**config.mk**
```make
export PLATFORM = sky130hd
export DESIGN_NAME = uart_dbl_tx
export DESIGN_NICKNAME = d
export VERILOG_FILES = /design/src/rtl/utx_pkg.sv /design/src/rtl/utx_baud.sv /design/src/rtl/utx_hold.sv /design/src/rtl/utx_shift.sv /design/src/rtl/uart_dbl_tx.sv
export SDC_FILE = /design/constraint.sdc
export NUM_CORES = 1
export LEC_CHECK = 0
export CAP_MARGIN = 25
export CORE_MARGIN = 3
export CORE_UTILIZATION = 60
export DETAILED_ROUTE_END_ITERATION = 12
export DONT_BUFFER_PORTS = 1
export GPL_TIMING_DRIVEN = 0
export PLACE_DENSITY_LB_ADDON = 0.08
export SLEW_MARGIN = 15
export SYNTH_ARGS = -nofsm -noshare
export SYNTH_HDL_FRONTEND = slang
export SYNTH_SLANG_ARGS = --single-unit
```
**constraint.sdc**
```tcl
create_clock -name clk -period 3.25 [get_ports clk]
set_input_delay 0.325 -clock clk [delete_from_list [all_inputs] [get_ports clk]]
set_output_delay 0.325 -clock clk [all_outputs]
set_load 0.01 [all_outputs]
```
**src/rtl/utx_pkg.sv**
```systemverilog
package utx_pkg;

    localparam int CHAR_W     = 8;
    localparam int FRAME_BITS = CHAR_W + 2;
    localparam int STAT_W     = 8;

    // status byte bit positions
    localparam int ST_EMPTY    = 0;
    localparam int ST_DONE     = 1;
    localparam int ST_IE_EMPTY = 2;
    localparam int ST_IE_DONE  = 3;
    localparam int ST_DBL      = 4;

    typedef enum logic {
        SH_IDLE = 1'b0,
        SH_BUSY = 1'b1
    } sh_state_e;

    typedef struct packed {
        logic dbl;
        logic ie_done;
        logic ie_empty;
    } utx_ctrl_t;

    localparam utx_ctrl_t CTRL_RST = '{dbl: 1'b0, ie_done: 1'b0, ie_empty: 1'b0};

    // stop bit in the top position, start bit in bit 0, shifted out LSB first
    function automatic logic [FRAME_BITS-1:0] build_frame(input logic [CHAR_W-1:0] ch);
        return {1'b1, ch, 1'b0};
    endfunction

    function automatic utx_ctrl_t ctrl_from_bus(input logic [STAT_W-1:0] v);
        utx_ctrl_t c;
        c.dbl      = v[ST_DBL];
        c.ie_done  = v[ST_IE_DONE];
        c.ie_empty = v[ST_IE_EMPTY];
        return c;
    endfunction

    function automatic logic [STAT_W-1:0] status_pack(input logic empty,
                                                      input logic done,
                                                      input utx_ctrl_t c);
        logic [STAT_W-1:0] s;
        s              = '0;
        s[ST_EMPTY]    = empty;
        s[ST_DONE]     = done;
        s[ST_IE_EMPTY] = c.ie_empty;
        s[ST_IE_DONE]  = c.ie_done;
        s[ST_DBL]      = c.dbl;
        return s;
    endfunction

endpackage

```
**src/rtl/utx_baud.sv**
```systemverilog
module utx_baud #(
    parameter int OVS_NORM = 16,
    parameter int OVS_DBL  = 8
) (
    input  logic clk,
    input  logic rst,
    input  logic dbl,
    output logic tick
);
    localparam int CNT_W = (OVS_NORM > 1) ? $clog2(OVS_NORM) : 1;
    localparam logic [CNT_W-1:0] LIM_NORM = CNT_W'(OVS_NORM - 1);
    localparam logic [CNT_W-1:0] LIM_DBL  = CNT_W'(OVS_DBL - 1);

    logic [CNT_W-1:0] cnt;
    logic [CNT_W-1:0] lim;

    always_comb begin
        lim  = dbl ? LIM_DBL : LIM_NORM;
        tick = (cnt >= lim);
    end

    always_ff @(posedge clk) begin
        if (rst) begin
            cnt <= '0;
        end else if (tick) begin
            cnt <= '0;
        end else begin
            cnt <= cnt + CNT_W'(1);
        end
    end

endmodule

```
**src/rtl/utx_hold.sv**
```systemverilog
module utx_hold
    import utx_pkg::*;
(
    input  logic              clk,
    input  logic              rst,
    input  logic              wr,
    input  logic [CHAR_W-1:0] wdata,
    input  logic              take,
    output logic              full,
    output logic [CHAR_W-1:0] data
);
    logic accept;

    always_comb begin
        accept = wr && !full;
    end

    always_ff @(posedge clk) begin
        if (rst) begin
            full <= 1'b0;
            data <= '0;
        end else begin
            if (accept) begin
                full <= 1'b1;
                data <= wdata;
            end else if (take) begin
                full <= 1'b0;
            end
        end
    end

endmodule

```
**src/rtl/utx_shift.sv**
```systemverilog
module utx_shift
    import utx_pkg::*;
(
    input  logic              clk,
    input  logic              rst,
    input  logic              tick,
    input  logic              hold_full,
    input  logic [CHAR_W-1:0] hold_data,
    output logic              take,
    output logic              done_set,
    output logic              txd
);
    localparam int IDX_W = $clog2(FRAME_BITS);
    localparam logic [IDX_W-1:0] IDX_LAST = IDX_W'(FRAME_BITS - 1);

    sh_state_e             state;
    logic [FRAME_BITS-1:0] shreg;
    logic [IDX_W-1:0]      idx;
    logic                  last;

    always_comb begin
        last     = (state == SH_BUSY) && (idx == IDX_LAST);
        take     = tick && hold_full && ((state == SH_IDLE) || last);
        done_set = tick && last && !hold_full;
        txd      = (state == SH_BUSY) ? shreg[0] : 1'b1;
    end

    always_ff @(posedge clk) begin
        if (rst) begin
            state <= SH_IDLE;
            shreg <= '1;
            idx   <= '0;
        end else if (tick) begin
            if (take) begin
                state <= SH_BUSY;
                shreg <= build_frame(hold_data);
                idx   <= '0;
            end else if (last) begin
                state <= SH_IDLE;
                shreg <= '1;
                idx   <= '0;
            end else if (state == SH_BUSY) begin
                shreg <= {1'b1, shreg[FRAME_BITS-1:1]};
                idx   <= idx + IDX_W'(1);
            end
        end
    end

endmodule

```
**src/rtl/uart_dbl_tx.sv**
```systemverilog
module uart_dbl_tx
    import utx_pkg::*;
#(
    parameter int OVS_NORM = 16,
    parameter int OVS_DBL  = 8
) (
    input  logic              clk,
    input  logic              rst,
    input  logic              wr_data_i,
    input  logic [CHAR_W-1:0] wdata_i,
    input  logic              stat_wr_i,
    input  logic [STAT_W-1:0] stat_wdata_i,
    output logic [STAT_W-1:0] stat_rdata_o,
    input  logic              gie_i,
    input  logic              done_ack_i,
    output logic              txd_o,
    output logic              irq_empty_o,
    output logic              irq_done_o
);
    utx_ctrl_t         ctrl;
    logic              done_q;
    logic              tick;
    logic              hold_full;
    logic [CHAR_W-1:0] hold_data;
    logic              take;
    logic              done_set;
    logic              done_clr;
    logic              empty;

    utx_baud #(
        .OVS_NORM (OVS_NORM),
        .OVS_DBL  (OVS_DBL)
    ) baud_i (
        .clk  (clk),
        .rst  (rst),
        .dbl  (ctrl.dbl),
        .tick (tick)
    );

    utx_hold hold_i (
        .clk   (clk),
        .rst   (rst),
        .wr    (wr_data_i),
        .wdata (wdata_i),
        .take  (take),
        .full  (hold_full),
        .data  (hold_data)
    );

    utx_shift shift_i (
        .clk       (clk),
        .rst       (rst),
        .tick      (tick),
        .hold_full (hold_full),
        .hold_data (hold_data),
        .take      (take),
        .done_set  (done_set),
        .txd       (txd_o)
    );

    always_comb begin
        empty        = !hold_full;
        done_clr     = done_ack_i || (stat_wr_i && stat_wdata_i[ST_DONE]);
        stat_rdata_o = status_pack(empty, done_q, ctrl);
        irq_empty_o  = empty && ctrl.ie_empty && gie_i;
        irq_done_o   = done_q && ctrl.ie_done;
    end

    always_ff @(posedge clk) begin
        if (rst) begin
            ctrl   <= CTRL_RST;
            done_q <= 1'b0;
        end else begin
            if (stat_wr_i) begin
                ctrl <= ctrl_from_bus(stat_wdata_i);
            end
            // a fresh completion event wins over a clear in the same cycle
            if (done_set) begin
                done_q <= 1'b1;
            end else if (done_clr) begin
                done_q <= 1'b0;
            end
        end
    end

endmodule

```
Word level (Yosys, flattened, before mapping)
Cells that the tools add are included. Widths: inputs -> output; s select.

Flip-flop bits (word level): 32. Input port bits: 22.

$add $sub $neg: 2. $lt $le $gt $ge: 1. Equality and inequality tests: 1. Mux-type cells: 14. Bitwise operators: 1. Reduce and logical (&&, ||, !) cells: 20.

Operator list (number): $mux 10 (3); $mux 4 (4); $logic_and 1x1->1 (10); $add 4x1->4 const B (2); $mux 1 (7); $reduce_bool 2->1 (3); $eq 4x4->1 const B (1); $ge 4x4->1 (1); $reduce_and 2->1 (2); $reduce_bool 3->1 (1); $logic_or 1x1->1 (2); $reduce_or 2->1 (1); $logic_not 1->1 (1); $not 1->1 (1).

Longest topological paths before layout
Depth in word-level cells: 6. Mapped depth: 6. Gate-level depth less buffers: 5.

Hierarchy
A second synthesis with hierarchy kept.

Cells, all modules: 153. Area total of the unflattened synthesis: 1488.9 µm².

Modules (own cells, without submodules): utx_shift (instances 1, cells each 76, area an instance 705.7 µm²); utx_hold (instances 1, cells each 38, area an instance 422.9 µm²); uart_dbl_tx (instances 1, cells each 23, area an instance 196.4 µm²); utx_baud (instances 1, cells each 16, area an instance 163.9 µm²).

Least setup slack after synthesis
OpenSTA, ideal clock, no wires.

Path kind: register -> register. Start: reg baud_i.cnt[3]. End: reg shift_i.shreg[5]. Setup time: 0.147 ns. Arrival: 1.349 ns. Path slack: 1.754 ns. Stages on the path, launching flop included: 6. Path buffers: 1. Cells stage by stage: dfxtp_1 > ha_1 > a31o_2 > buf_2 > a211oi_1 > o311ai_0.

Longest elaborated chain between the ends: 5. Elaborated cells between the ends (all ways): 6. Those cells by class: order compare: 1; mux: 1; reduce/logical: 4.

RTL lines: start, declared (RTL line utx_baud.sv:14) `logic [CNT_W-1:0] cnt;`; start signal, assigned (RTL line utx_baud.sv:28) `cnt <= cnt + CNT_W'(1);`; $ge 4x4->1 * (RTL line utx_baud.sv:19) `tick = (cnt >= lim);`; $logic_and 1x1->1 (2 in series) (RTL line utx_shift.sv:23) `take = tick && hold_full && ((state == SH_IDLE) || last);`; $reduce_bool 3->1 (no line); $reduce_and 2->1 (no line); end signal, assigned (RTL line utx_shift.sv:36) `shreg <= build_frame(hold_data);`; end signal, assigned (RTL line utx_shift.sv:43) `shreg <= {1'b1, shreg[FRAME_BITS-1:1]};`; end, declared (RTL line utx_shift.sv:17) `logic [FRAME_BITS-1:0] shreg;`.

Mark *: on every way between the ends. The rest lies on a longest branch, timed or not. A chain may end at the register's enable or synchronous reset.

Final worst setup path
Start: reg baud_i.cnt[3]. End: reg shift_i.idx[0].

Longest elaborated chain between the ends: 5. Elaborated cells between the ends (all ways): 6. Those cells by class: order compare: 1; mux: 1; reduce/logical: 4.

RTL lines: $ge 4x4->1 * (RTL line utx_baud.sv:19); $logic_and 1x1->1 (2 in series) (RTL line utx_shift.sv:23); $reduce_bool 3->1 (no line); $reduce_and 2->1 (no line); end signal, assigned (RTL line utx_shift.sv:44) `idx <= idx + IDX_W'(1);`; end, declared (RTL line utx_shift.sv:18) `logic [IDX_W-1:0] idx;`.

Marks and branches as above.

==> impl_results.md <==
- Clock Tree Buf Depth: 2
- Number of remaining DRC errors: 0
- Via count: 1252
- RR Startpoint: baud_i.cnt[3]
- R2r worst-path depth: 5
- Crit path from: baud_i.cnt[3]
- Minimum clock period: 1.82 ns
- Leak pwr: 0.000645 uW
- 1st-iter DRT viols: 51
- Clk sinks: 31
- Cts bufs inserted: 5
- Initial core utilization: 0.655
- WHS: 0.0669 ns
- FP Rows: 17
- Post-Syn Area: 1490 um2
- I/O Pins: 33
- Flops & latches, synth: 31
- Largest stage delay on the critical path: 0.41 ns
- Final cell count without fillers: 207
- Post-CTS setup buffers: 0
- R2r setup slk: 1.43 ns
- Status: finished, final reports clean
- DR WL/cell: 15.7 um
- Ranking of synthesized cells by area: dfxtp_1 42%, a211oi_1 7.6%, nand2_1 4.8%
- Sum Neg Setup Slack: 0 ns
- Mapped Avg Cell Area: 8.77 um2
- Worst-skew pair later-pin latency: 0.33 ns
- TritonCTS clock tree: yes
- Yosys top cell area share: 0.416
- Most frequent cells after synthesis: 31 x dfxtp_1, 19 x nand2_1, 15 x a211oi_1, 12 x a21oi_1, 12 x o21ai_0
- Worst Hold Class: input pin to flip-flop
- CP arrival: 2.08 ns
- Fillers: 194
- P per Cell Area: 462 nW/um2
- Die width: 55.8 um
- Ratio of cells with drive above 1 in the final layout: 0.128
- DIE HEIGHT: 55.8 um
- P&R area growth vs syn: 7.64%
- Worst slew pin tran: 0.499 ns
- Dpl hpwl: 2410 um
- Ys async rst share: 0
- Area of the multi-input gates: 759 um2
- Post-synth EDFFs: 0
- Cell with the most instances after synthesis: dfxtp_1
- Gr usage total: 0.223
- TritonRoute pass-1 iters: 4
- Clock slew at the register clock pins of the worst setup and hold paths: 0.10 ns
- GRT overflow: 0
- RR Endpoint: shift_i.idx[0]
- CORE AREA: 2280 um2
- Slowest stage cell, crit path: a31oi_2
- Post-Synthesis Cells: 170
- Clk_skew: 0.0145 ns
- Max-cap violations: 0
- CP Capture Type: flip-flop
- Via/cell ratio: 6.05
- Register area: 621 um2
- Gates resized, CTS repair: 0
- Hold_sp: rst
- Vias in the first global route: 1192
- Post-synthesis sequential area ratio: 0.416
- Synth Flop Type: dfxtp_1
- Placed Cells: 200
- Final period util: 0.561
- Req. time, crit path: 3.51 ns
- Critical Path Fanout Max: 10
- Depth of the CTS H-tree: 2
- Initial antenna violation count: 0
- Port bufs: 0
- Final ANT Viol Nets: 0
- Peak VDD IR: 0.380 mV
- Synth warnings: 0
- Worst Setup EP: shift_i.idx[0]
- Cell taking the most area after synthesis: dfxtp_1
- Setup CP Type: flip-flop to flip-flop
- GP Congestion: 0.863
- Die area: 3120 um2
- Clock root cell: clkbuf_4
- Achievable Freq: 0.548 GHz
- Final Hold Viols: 0
- # setup viols final: 0
- Routed wire length: 3240 um
- Max-slew headroom: 0.665
- CP cell instances: ha_1, a31oi_2, clkbuf_1, o21ai_0, a21oi_1
- NumNets Final: 205
- Final Max Tran Viols: 0
- Largest net degree at the start of global routing: 11
- RSZ-0062 raised after global routing: no
- Total inserted antenna cells: 0
- Yosys cell types: 38
- CP startpoint kind: flip-flop
- Hold-fix buffer count after cts: 0
- First-pass GRT wire length: 5460 um
==> logic make-up (layout without fill, tap and decap cells) <==
| family | after synthesis | in the layout | share of synthesized area |
|---|---|---|---|
| AOI/OAI and AO/OA | 56 | 56 | 0.251 |
| and+or+nand+nor | 50 | 50 | 0.186 |
| DFF | 31 | 31 | 0.416 |
| buffers and inverters | 23 | 30 | 0.0789 |
| adders and majority gates | 4 | 4 | 0.0336 |
| muxes | 3 | 3 | 0.0202 |
| xor gates and xnor gates | 2 | 2 | 0.0118 |
| other | 1 | 3 | 0.00252 |
==> state kept, by name (all words and copies together) (netlist names) <==
register and count:
baud_i.cnt 4, shift_i.idx 4, hold_i.data 8, hold_i.full 1
done_q 1, shift_i.state 1, shift_i.shreg 9, stat_rdata_o 3
==> report_power, final <==
part,switching (uW),leakage (uW),internal [uW]
Clock,125,0.0000383,159
Combinational,34.0,0.000354,22.2
Sequential,8.49,0.000253,392
Total,168,0.000645,573
==> metal layers <==
layer  share of wire  GRT usage
met2            0.47      0.367
met3           0.082     0.0580
met5               0          0
met4           0.012     0.0712
met1            0.43      0.284
==> worst max-delay path: cells and delay by family, from the launching register on <==
| family | cells | cell delay (ns) |
|---|---|---|
| compound gates | 3 | 0.74 |
| fa+ha+maj | 1 | 0.32 |
| buf+inv | 1 | 0.36 |
| flops | 1 | 0.34 |
==> how the worst min path moves through the flow <==
stage / end / slack [ns] / cells after the start
after detailed placement: hold_i.full / 0.41 / 1
final: hold_i.full / 0.07 / 1
after global routing: hold_i.full / 0.04 / 1
after floorplan: hold_i.full / 0.40 / 1
after CTS: hold_i.full / 0.06 / 1
after global placement: hold_i.full / 0.41 / 1
==> layout make-up <==
class | instances | area share
well taps | 28 | 0.0218
clock buffers | 6 | 0.0257
multi-input cells | 118 | 0.473
plain buffers | 20 | 0.0663
clock inverters | 1 | 0.0187
inverters | 3 | 0.00702
flip-flops and latches | 31 | 0.387
==> stage by stage <==
stage                     instance area (um2)   util  setup slack [ns]  power, uW
after floorplan                          1500      -              1.75        452
after detailed placement                 1530  0.673              1.45        465
after CTS                                1600  0.705              1.42        744
final                                    1600  0.705              1.43        740
after global placement                   1530  0.673              1.53        462
after global routing                     1600  0.705              1.28        774
==> placed cells by master, fill, tap and decap left out, types with 2 or more instances in the layout <==
master	count
clkbuf_1	8
nor2b_1	3
o21ai_0	12
o311ai_0	7
nor3_1	4
a21oi_1	12
and2_1	2
mux2i_1	3
nand2_1	19
nand3_1	4
nand4b_1	2
a211oi_1	15
o21ai_1	2
buf_2	7
nand2b_1	2
conb_1	3
clkbuf_4	5
buf_4	6
nor2_1	5
inv_1	3
dfxtp_1	31
ha_1	4
and3_1	2
a31oi_1	2
No activity file was read; power rests on OpenSTA's default activity.
